<file path="config.mk">
export PLATFORM = sky130hd
export DESIGN_NAME = dev_mode_tracker
export DESIGN_NICKNAME = d
export VERILOG_FILES = /design/src/rtl/devmode_pkg.sv /design/src/rtl/cmd_classifier.sv /design/src/rtl/addr_holder.sv /design/src/rtl/mode_fsm.sv /design/src/rtl/dev_mode_tracker.sv
export SDC_FILE = /design/constraint.sdc
export NUM_CORES = 1
export LEC_CHECK = 0
export BUFFER_PORTS_ARGS = -buffer_cell sky130_fd_sc_hd__buf_2
export CAP_MARGIN = 20
export CORE_UTILIZATION = 45
export DETAILED_ROUTE_END_ITERATION = 8
export GPL_TIMING_DRIVEN = 0
export PLACE_DENSITY = 0.78
export SYNTH_ARGS = -nofsm -noshare
export SYNTH_HDL_FRONTEND = slang
export SYNTH_SLANG_ARGS = --single-unit
</file>
<file path="constraint.sdc">
create_clock -name clk -period 2.7 [get_ports clk]
set_input_delay 0.54 -clock clk [delete_from_list [all_inputs] [get_ports clk]]
set_output_delay 0.54 -clock clk [all_outputs]
set_load 0.05 [all_outputs]
</file>
<file path="src/rtl/devmode_pkg.sv">
package devmode_pkg;

  typedef enum logic [2:0] {
    MODE_BOOT  = 3'd0,
    MODE_IDENT = 3'd1,
    MODE_XFER  = 3'd2,
    MODE_IRQ   = 3'd3,
    MODE_INACT = 3'd4
  } dev_mode_e;

  typedef struct packed {
    logic go_idle;
    logic boot_key;
    logic set_addr;
    logic addr_zero;
    logic sleep;
    logic irq_cmd;
  } cmd_class_t;

endpackage

</file>
<file path="src/rtl/cmd_classifier.sv">
module cmd_classifier
  import devmode_pkg::*;
#(
  parameter int CMD_W         = 6,
  parameter int ARG_W         = 32,
  parameter int ADDR_W        = 16,
  parameter int IDX_GO_IDLE   = 0,
  parameter int IDX_SET_ADDR  = 3,
  parameter int IDX_SLEEP     = 15,
  parameter int IDX_IRQ       = 40,
  parameter logic [ARG_W-1:0] BOOT_KEY = 32'hF0F0_F0F0
) (
  input  logic [CMD_W-1:0]  idx,
  input  logic [ARG_W-1:0]  arg,
  output cmd_class_t        cls,
  output logic [ADDR_W-1:0] addr_field
);
  localparam int ADDR_LSB = ARG_W - ADDR_W;

  assign addr_field = arg[ARG_W-1:ADDR_LSB];

  always_comb begin
    cls.go_idle   = (idx == CMD_W'(IDX_GO_IDLE));
    cls.boot_key  = (arg == BOOT_KEY);
    cls.set_addr  = (idx == CMD_W'(IDX_SET_ADDR));
    cls.addr_zero = (addr_field == '0);
    cls.sleep     = (idx == CMD_W'(IDX_SLEEP));
    cls.irq_cmd   = (idx == CMD_W'(IDX_IRQ));
  end
endmodule

</file>
<file path="src/rtl/addr_holder.sv">
module addr_holder #(
  parameter int ADDR_W = 16
) (
  input  logic              clk,
  input  logic              rst_n,
  input  logic              load,
  input  logic              clr,
  input  logic [ADDR_W-1:0] addr_in,
  output logic              assigned
);
  logic [ADDR_W-1:0] addr_q;

  always_ff @(posedge clk) begin
    if (!rst_n)     addr_q <= '0;
    else if (clr)   addr_q <= '0;
    else if (load)  addr_q <= addr_in;
  end

  assign assigned = |addr_q;
endmodule

</file>
<file path="src/rtl/mode_fsm.sv">
module mode_fsm
  import devmode_pkg::*;
(
  input  logic       clk,
  input  logic       rst_n,
  input  logic       power_cycle,
  input  logic       hw_reset,
  input  logic       cmd_valid,
  input  cmd_class_t cls,
  input  logic       boot_supported,
  input  logic       boot_done,
  input  logic       volt_ok,
  input  logic       irq_req,
  output dev_mode_e  mode,
  output logic       addr_load,
  output logic       addr_clr,
  output logic       illegal
);
  dev_mode_e mode_q, mode_d;
  logic      bad_d, illegal_q;

  always_comb begin
    mode_d    = mode_q;
    addr_load = 1'b0;
    addr_clr  = 1'b0;
    bad_d     = 1'b0;
    if (power_cycle) begin
      mode_d   = MODE_BOOT;
      addr_clr = 1'b1;
    end else if (mode_q == MODE_INACT) begin
      mode_d = MODE_INACT;
    end else if (hw_reset) begin
      mode_d   = MODE_BOOT;
      addr_clr = 1'b1;
    end else if (!volt_ok) begin
      mode_d = MODE_INACT;
    end else if (cmd_valid) begin
      if (cls.go_idle) begin
        addr_clr = 1'b1;
        mode_d   = cls.boot_key ? MODE_BOOT : MODE_IDENT;
      end else if (cls.sleep) begin
        mode_d = MODE_INACT;
      end else begin
        unique case (mode_q)
          MODE_BOOT: bad_d = 1'b1;
          MODE_IDENT: begin
            if (cls.set_addr) begin
              if (cls.addr_zero) bad_d = 1'b1;
              else begin
                addr_load = 1'b1;
                mode_d    = MODE_XFER;
              end
            end else if (cls.irq_cmd) begin
              bad_d = 1'b1;
            end
          end
          MODE_XFER: begin
            if (cls.set_addr)     bad_d  = 1'b1;
            else if (cls.irq_cmd) mode_d = MODE_IRQ;
          end
          MODE_IRQ: begin
            if (cls.set_addr) bad_d = 1'b1;
            mode_d = MODE_XFER;
          end
          default: mode_d = mode_q;
        endcase
      end
    end else begin
      unique case (mode_q)
        MODE_BOOT: if (boot_done || !boot_supported) mode_d = MODE_IDENT;
        MODE_IRQ:  if (irq_req) mode_d = MODE_XFER;
        default:   mode_d = mode_q;
      endcase
    end
  end

  always_ff @(posedge clk) begin
    if (!rst_n) begin
      mode_q    <= MODE_BOOT;
      illegal_q <= 1'b0;
    end else begin
      mode_q    <= mode_d;
      illegal_q <= bad_d;
    end
  end

  assign mode    = mode_q;
  assign illegal = illegal_q;
endmodule

</file>
<file path="src/rtl/dev_mode_tracker.sv">
module dev_mode_tracker
  import devmode_pkg::*;
#(
  parameter int CMD_W  = 6,
  parameter int ARG_W  = 32,
  parameter int ADDR_W = 16
) (
  input  logic             clk,
  input  logic             rst_n,
  input  logic             power_cycle,
  input  logic             hw_reset,
  input  logic             cmd_valid,
  input  logic [CMD_W-1:0] cmd_idx,
  input  logic [ARG_W-1:0] cmd_arg,
  input  logic             boot_supported,
  input  logic             boot_done,
  input  logic             volt_ok,
  input  logic             irq_req,
  output logic [2:0]       mode,
  output logic             addr_assigned,
  output logic             illegal_cmd
);
  cmd_class_t        cls;
  logic [ADDR_W-1:0] addr_field;
  dev_mode_e         mode_e;
  logic              addr_load, addr_clr;

  cmd_classifier #(
    .CMD_W (CMD_W),
    .ARG_W (ARG_W),
    .ADDR_W(ADDR_W)
  ) u_cls (
    .idx       (cmd_idx),
    .arg       (cmd_arg),
    .cls       (cls),
    .addr_field(addr_field)
  );

  mode_fsm u_fsm (
    .clk           (clk),
    .rst_n         (rst_n),
    .power_cycle   (power_cycle),
    .hw_reset      (hw_reset),
    .cmd_valid     (cmd_valid),
    .cls           (cls),
    .boot_supported(boot_supported),
    .boot_done     (boot_done),
    .volt_ok       (volt_ok),
    .irq_req       (irq_req),
    .mode          (mode_e),
    .addr_load     (addr_load),
    .addr_clr      (addr_clr),
    .illegal       (illegal_cmd)
  );

  addr_holder #(.ADDR_W(ADDR_W)) u_addr (
    .clk     (clk),
    .rst_n   (rst_n),
    .load    (addr_load),
    .clr     (addr_clr),
    .addr_in (addr_field),
    .assigned(addr_assigned)
  );

  assign mode = mode_e;
endmodule

</file>
==> flow_summary.json <==
{
  "wl_per_cell_um": 14.1,
  "place.gp.congestion": 0.876,
  "fmax_mhz": 428,
  "tns_ns": 0,
  "wirelength_mm": 3.62,
  "worst-setup-path-type": "in -> reg",
  "core_area_um2": 2780,
  "ant_nets": 0,
  "grt_pass1_wl_mm": 5.93,
  "dieArea_um2": 3200,
  "fp.dieH_um": 56.6,
  "leakagePower_nw": 0.600,
  "start_util_pct": 48.2,
  "final-hold-violation-count": 0,
  "insertion_delay_ns": 0.30,
  "power.switching_mw": 0.146,
  "holdPathEnd": "u_addr.addr_q[10]$_SDFFE_PP0P_",
  "synth_cell_type_count": 45,
  "worst_slack_ns": 0.362,
  "grt_pass1_vias": 1405,
  "syn_nets": 218,
  "crit_chain": "buf_2 -> or4_1 -> buf_2 -> nor2_1 -> a31oi_1 -> o21ai_1 -> buf_2 -> a21oi_1",
  "crit_path_max_fanout": 10,
  "r2r_slack_ns": 0.70,
  "power_switching_share_pct": 22.8,
  "slew_headroom_pct": 59.2,
  "layout-drive-gt1-share_pct": 32.3,
  "final_area_um2": 1690,
  "hold_path.class": "in -> reg",
  "cts_buffers": 3,
  "slew_viol_final": 0,
  "reg2reg_to": "u_addr.addr_q[4]$_SDFFE_PP0P_",
  "drc": 0,
  "clock_skew_ns": 0.00689,
  "portBuffers": 51,
  "ys_warn_count": 0,
  "start_kind": "input port",
  "grt-ovfl-total": 0,
  "async_flop_share_pct": 0,
  "dr.pass1.iters": 4,
  "rsz0062_at_grt": "false",
  "status": "finished, final reports clean",
  "worstSetupStartpoint": "cmd_idx[5]",
  "path_buf_inv": 3,
  "cp.required_ns": 2.89,
  "reg2reg_depth": 6,
  "cap_violations": 0,
  "chipWidth_um": 56.6,
  "area_growth_pct": 25.9,
  "place_ws_ns": 0.0534,
  "drtIter0Drc": 95,
  "worst_slew_pin_slew_ns": 0.607,
  "cts_tree": "built",
  "power_frac_comb_pct": 15.5,
  "clockPowerShare_pct": 38.0,
  "setup_violations": 0,
  "power.density_nw_per_um2": 379,
  "synth_edf_count": 0,
  "cts_root_buffer": "clkbuf_4",
  "antenna_found_initial": 0,
  "crit_path_end_kind": "flop",
  "cts.repair.resized": 0,
  "hp-start": "cmd_arg[26]",
  "num_vias": 1555,
  "io-pin-count": 52,
  "rows": 19,
  "final_util_pct": 60.6,
  "p_int_mw": 0.493,
  "finalCritPeriodShare_pct": 86.6,
  "ys_seq_area_share_pct": 29.9,
  "avgViaCountPerCell": 6.05,
  "cts_buffer_depth": 2,
  "fin_nets": 274,
  "netlist_area_um2": 1340,
  "synthCells": 171,
  "path_delay_family": "simple AND/OR/NAND/NOR gates",
  "max-vdd-ir-drop_mv": 0.412,
  "dp_hpwl_mm": 2.91,
  "crit_path_frequent_cell": "buf_2",
  "clk_pin_slew_worst_paths_ns": 0.11,
  "htree_levels": 1,
  "min_period_ns": 2.34,
  "post_cts_buffers": 0,
  "avgSynthCellArea_um2": 7.84,
  "pwr-share-seq_pct": 46.5,
  "postPlaceCellArea_um2": 1630,
  "grt_max_degree": 13,
  "worstReg2RegStart": "u_fsm.mode[1]$_SDFFE_PP0P_",
  "ctsHoldBuffers": 0,
  "clkSinkCount": 20,
  "grt_util_all_layers_pct": 23.0,
  "worst-endpoint-arrival_ns": 2.53,
  "slowest_delay_ns": 0.50,
  "whs_path_depth": 3,
  "synth_flop_cell": "dfxtp_1",
  "postSynthRegisterBits": 20,
  "cp_slowest_cell": "or4_1",
  "antennaDiodeCount": 0
}
## cells in the final DEF, fill, tap and decap left out, types with 2 or more instances in the layout
| cell | netlist | routed |
|---|---|---|
| a311oi_1 | 2 | 2 |
| nor3b_1 | 4 | 4 |
| buf_2 | 3 | 54 |
| or2_2 | 4 | 4 |
| nand2b_1 | 4 | 4 |
| nor2b_1 | 2 | 2 |
| a21oi_1 | 18 | 18 |
| nand2_1 | 7 | 7 |
| nor2_1 | 6 | 6 |
| nand3_2 | 2 | 2 |
| clkbuf_1 | 5 | 5 |
| o31ai_1 | 2 | 2 |
| inv_1 | 2 | 2 |
| o21ai_0 | 22 | 22 |
| nand4_1 | 3 | 3 |
| nor3_1 | 3 | 3 |
| a211oi_1 | 2 | 2 |
| clkbuf_4 | 0 | 3 |
| or4_1 | 6 | 6 |
| nand3_1 | 16 | 16 |
| dfxtp_1 | 20 | 20 |
| nor4_1 | 7 | 7 |
| mux2i_1 | 2 | 2 |
| nand4b_1 | 4 | 4 |
| o22ai_1 | 4 | 4 |
## layer usage
layer / share of wire (%) / global-route usage (%) / up-vias
met5: 0 / 0 / -
met4: 1.2 / 6.27 / 0
met3: 6.9 / 3.00 / 6
met2: 47 / 39.0 / 67
met1: 45 / 30.6 / 705
li1: - / - / 777
## flip-flops by register name, summed over array words and instances (netlist names)
register and cells:
u_fsm.illegal 1, u_addr.addr_q 16, u_fsm.mode 3
## Yosys cell counts, drive strengths merged, types with 2 or more instances
library cell | number | area share (%)
nor4 | 8 | 4.2
nor3b | 4 | 2.2
nor3 | 3 | 1.1
o21ai | 23 | 8.6
nand4 | 3 | 1.4
o31ai | 2 | 1.1
or2 | 4 | 1.9
a211oi | 2 | 1.1
nand2 | 7 | 2.0
a21oi | 18 | 6.7
nor2b | 2 | 0.93
buf | 6 | 3.6
clkbuf | 6 | 1.8
o22ai | 4 | 1.9
nand2b | 4 | 1.9
a311oi | 2 | 1.3
nand3 | 18 | 7.5
nand4b | 4 | 2.6
dfxtp | 20 | 30
mux2i | 2 | 1.5
inv | 2 | 0.56
nor2 | 6 | 1.7
or4 | 7 | 4.2
## power by group through the flow
| stage | clock (mW) | combinational [mW] | sequential (mW) |
|---|---|---|---|
| floorplan | 0 | 0.0441 | 0.307 |
| global placement | 0 | 0.0973 | 0.304 |
| detailed placement | 0 | 0.0983 | 0.303 |
| CTS | 0.249 | 0.0986 | 0.297 |
| global route | 0.259 | 0.109 | 0.297 |
| finish | 0.243 | 0.0992 | 0.297 |
## cell families after synthesis
| logic type | after synthesis | synth area share (%) |
|---|---|---|
| simple gates | 75 | 34.6 |
| compound gates | 60 | 28.0 |
| flops | 20 | 29.9 |
| buf+inv | 14 | 5.98 |
| mux | 2 | 1.49 |
## area by class of cell
cell class	instances	area, um^2
Tap cell	31	38.8
Clock inverter	1	30.0
Multi-Input combinational cell	137	860
Inverter	2	7.51
Clock buffer	3	22.5
Timing Repair Buffer	51	255
Sequential cell	20	400
Fill cell	269	1090
Buffer	12	72.6
## worst reg2reg max path, stage by stage (launching register included)
cell and delay [ns]:
dfxtp_1 0.34, clkbuf_1 0.33, inv_1 0.20, and2_1 0.21, o21ai_1 0.44, buf_2 0.32, a21oi_1 0.06
## through the flow
stage | cells | hold slack (ns) | power (mW)
2_1_floorplan | 171 | 0.454 | 0.351
4_1_cts | 257 | 0.481 | 0.645
6_report | 257 | 0.489 | 0.639
5_1_grt | 257 | 0.493 | 0.665
3_5_place_dp | 253 | 0.467 | 0.402
3_3_place_gp | 253 | 0.464 | 0.401
## worst max-delay path by stage
stage,endpoint,cells after the start,slack [ns]
final,u_addr.addr_q[4]$_SDFFE_PP0P_,8,0.36
after global placement,u_addr.addr_q[7]$_SDFFE_PP0P_,8,0.06
after floorplan,u_addr.addr_q[0]$_SDFFE_PP0P_,7,0.39
after global routing,u_addr.addr_q[5]$_SDFFE_PP0P_,8,0.17
after CTS,u_addr.addr_q[15]$_SDFFE_PP0P_,8,0.38
after detailed placement,u_addr.addr_q[15]$_SDFFE_PP0P_,8,0.05
(Power assumes the default switching activity.)
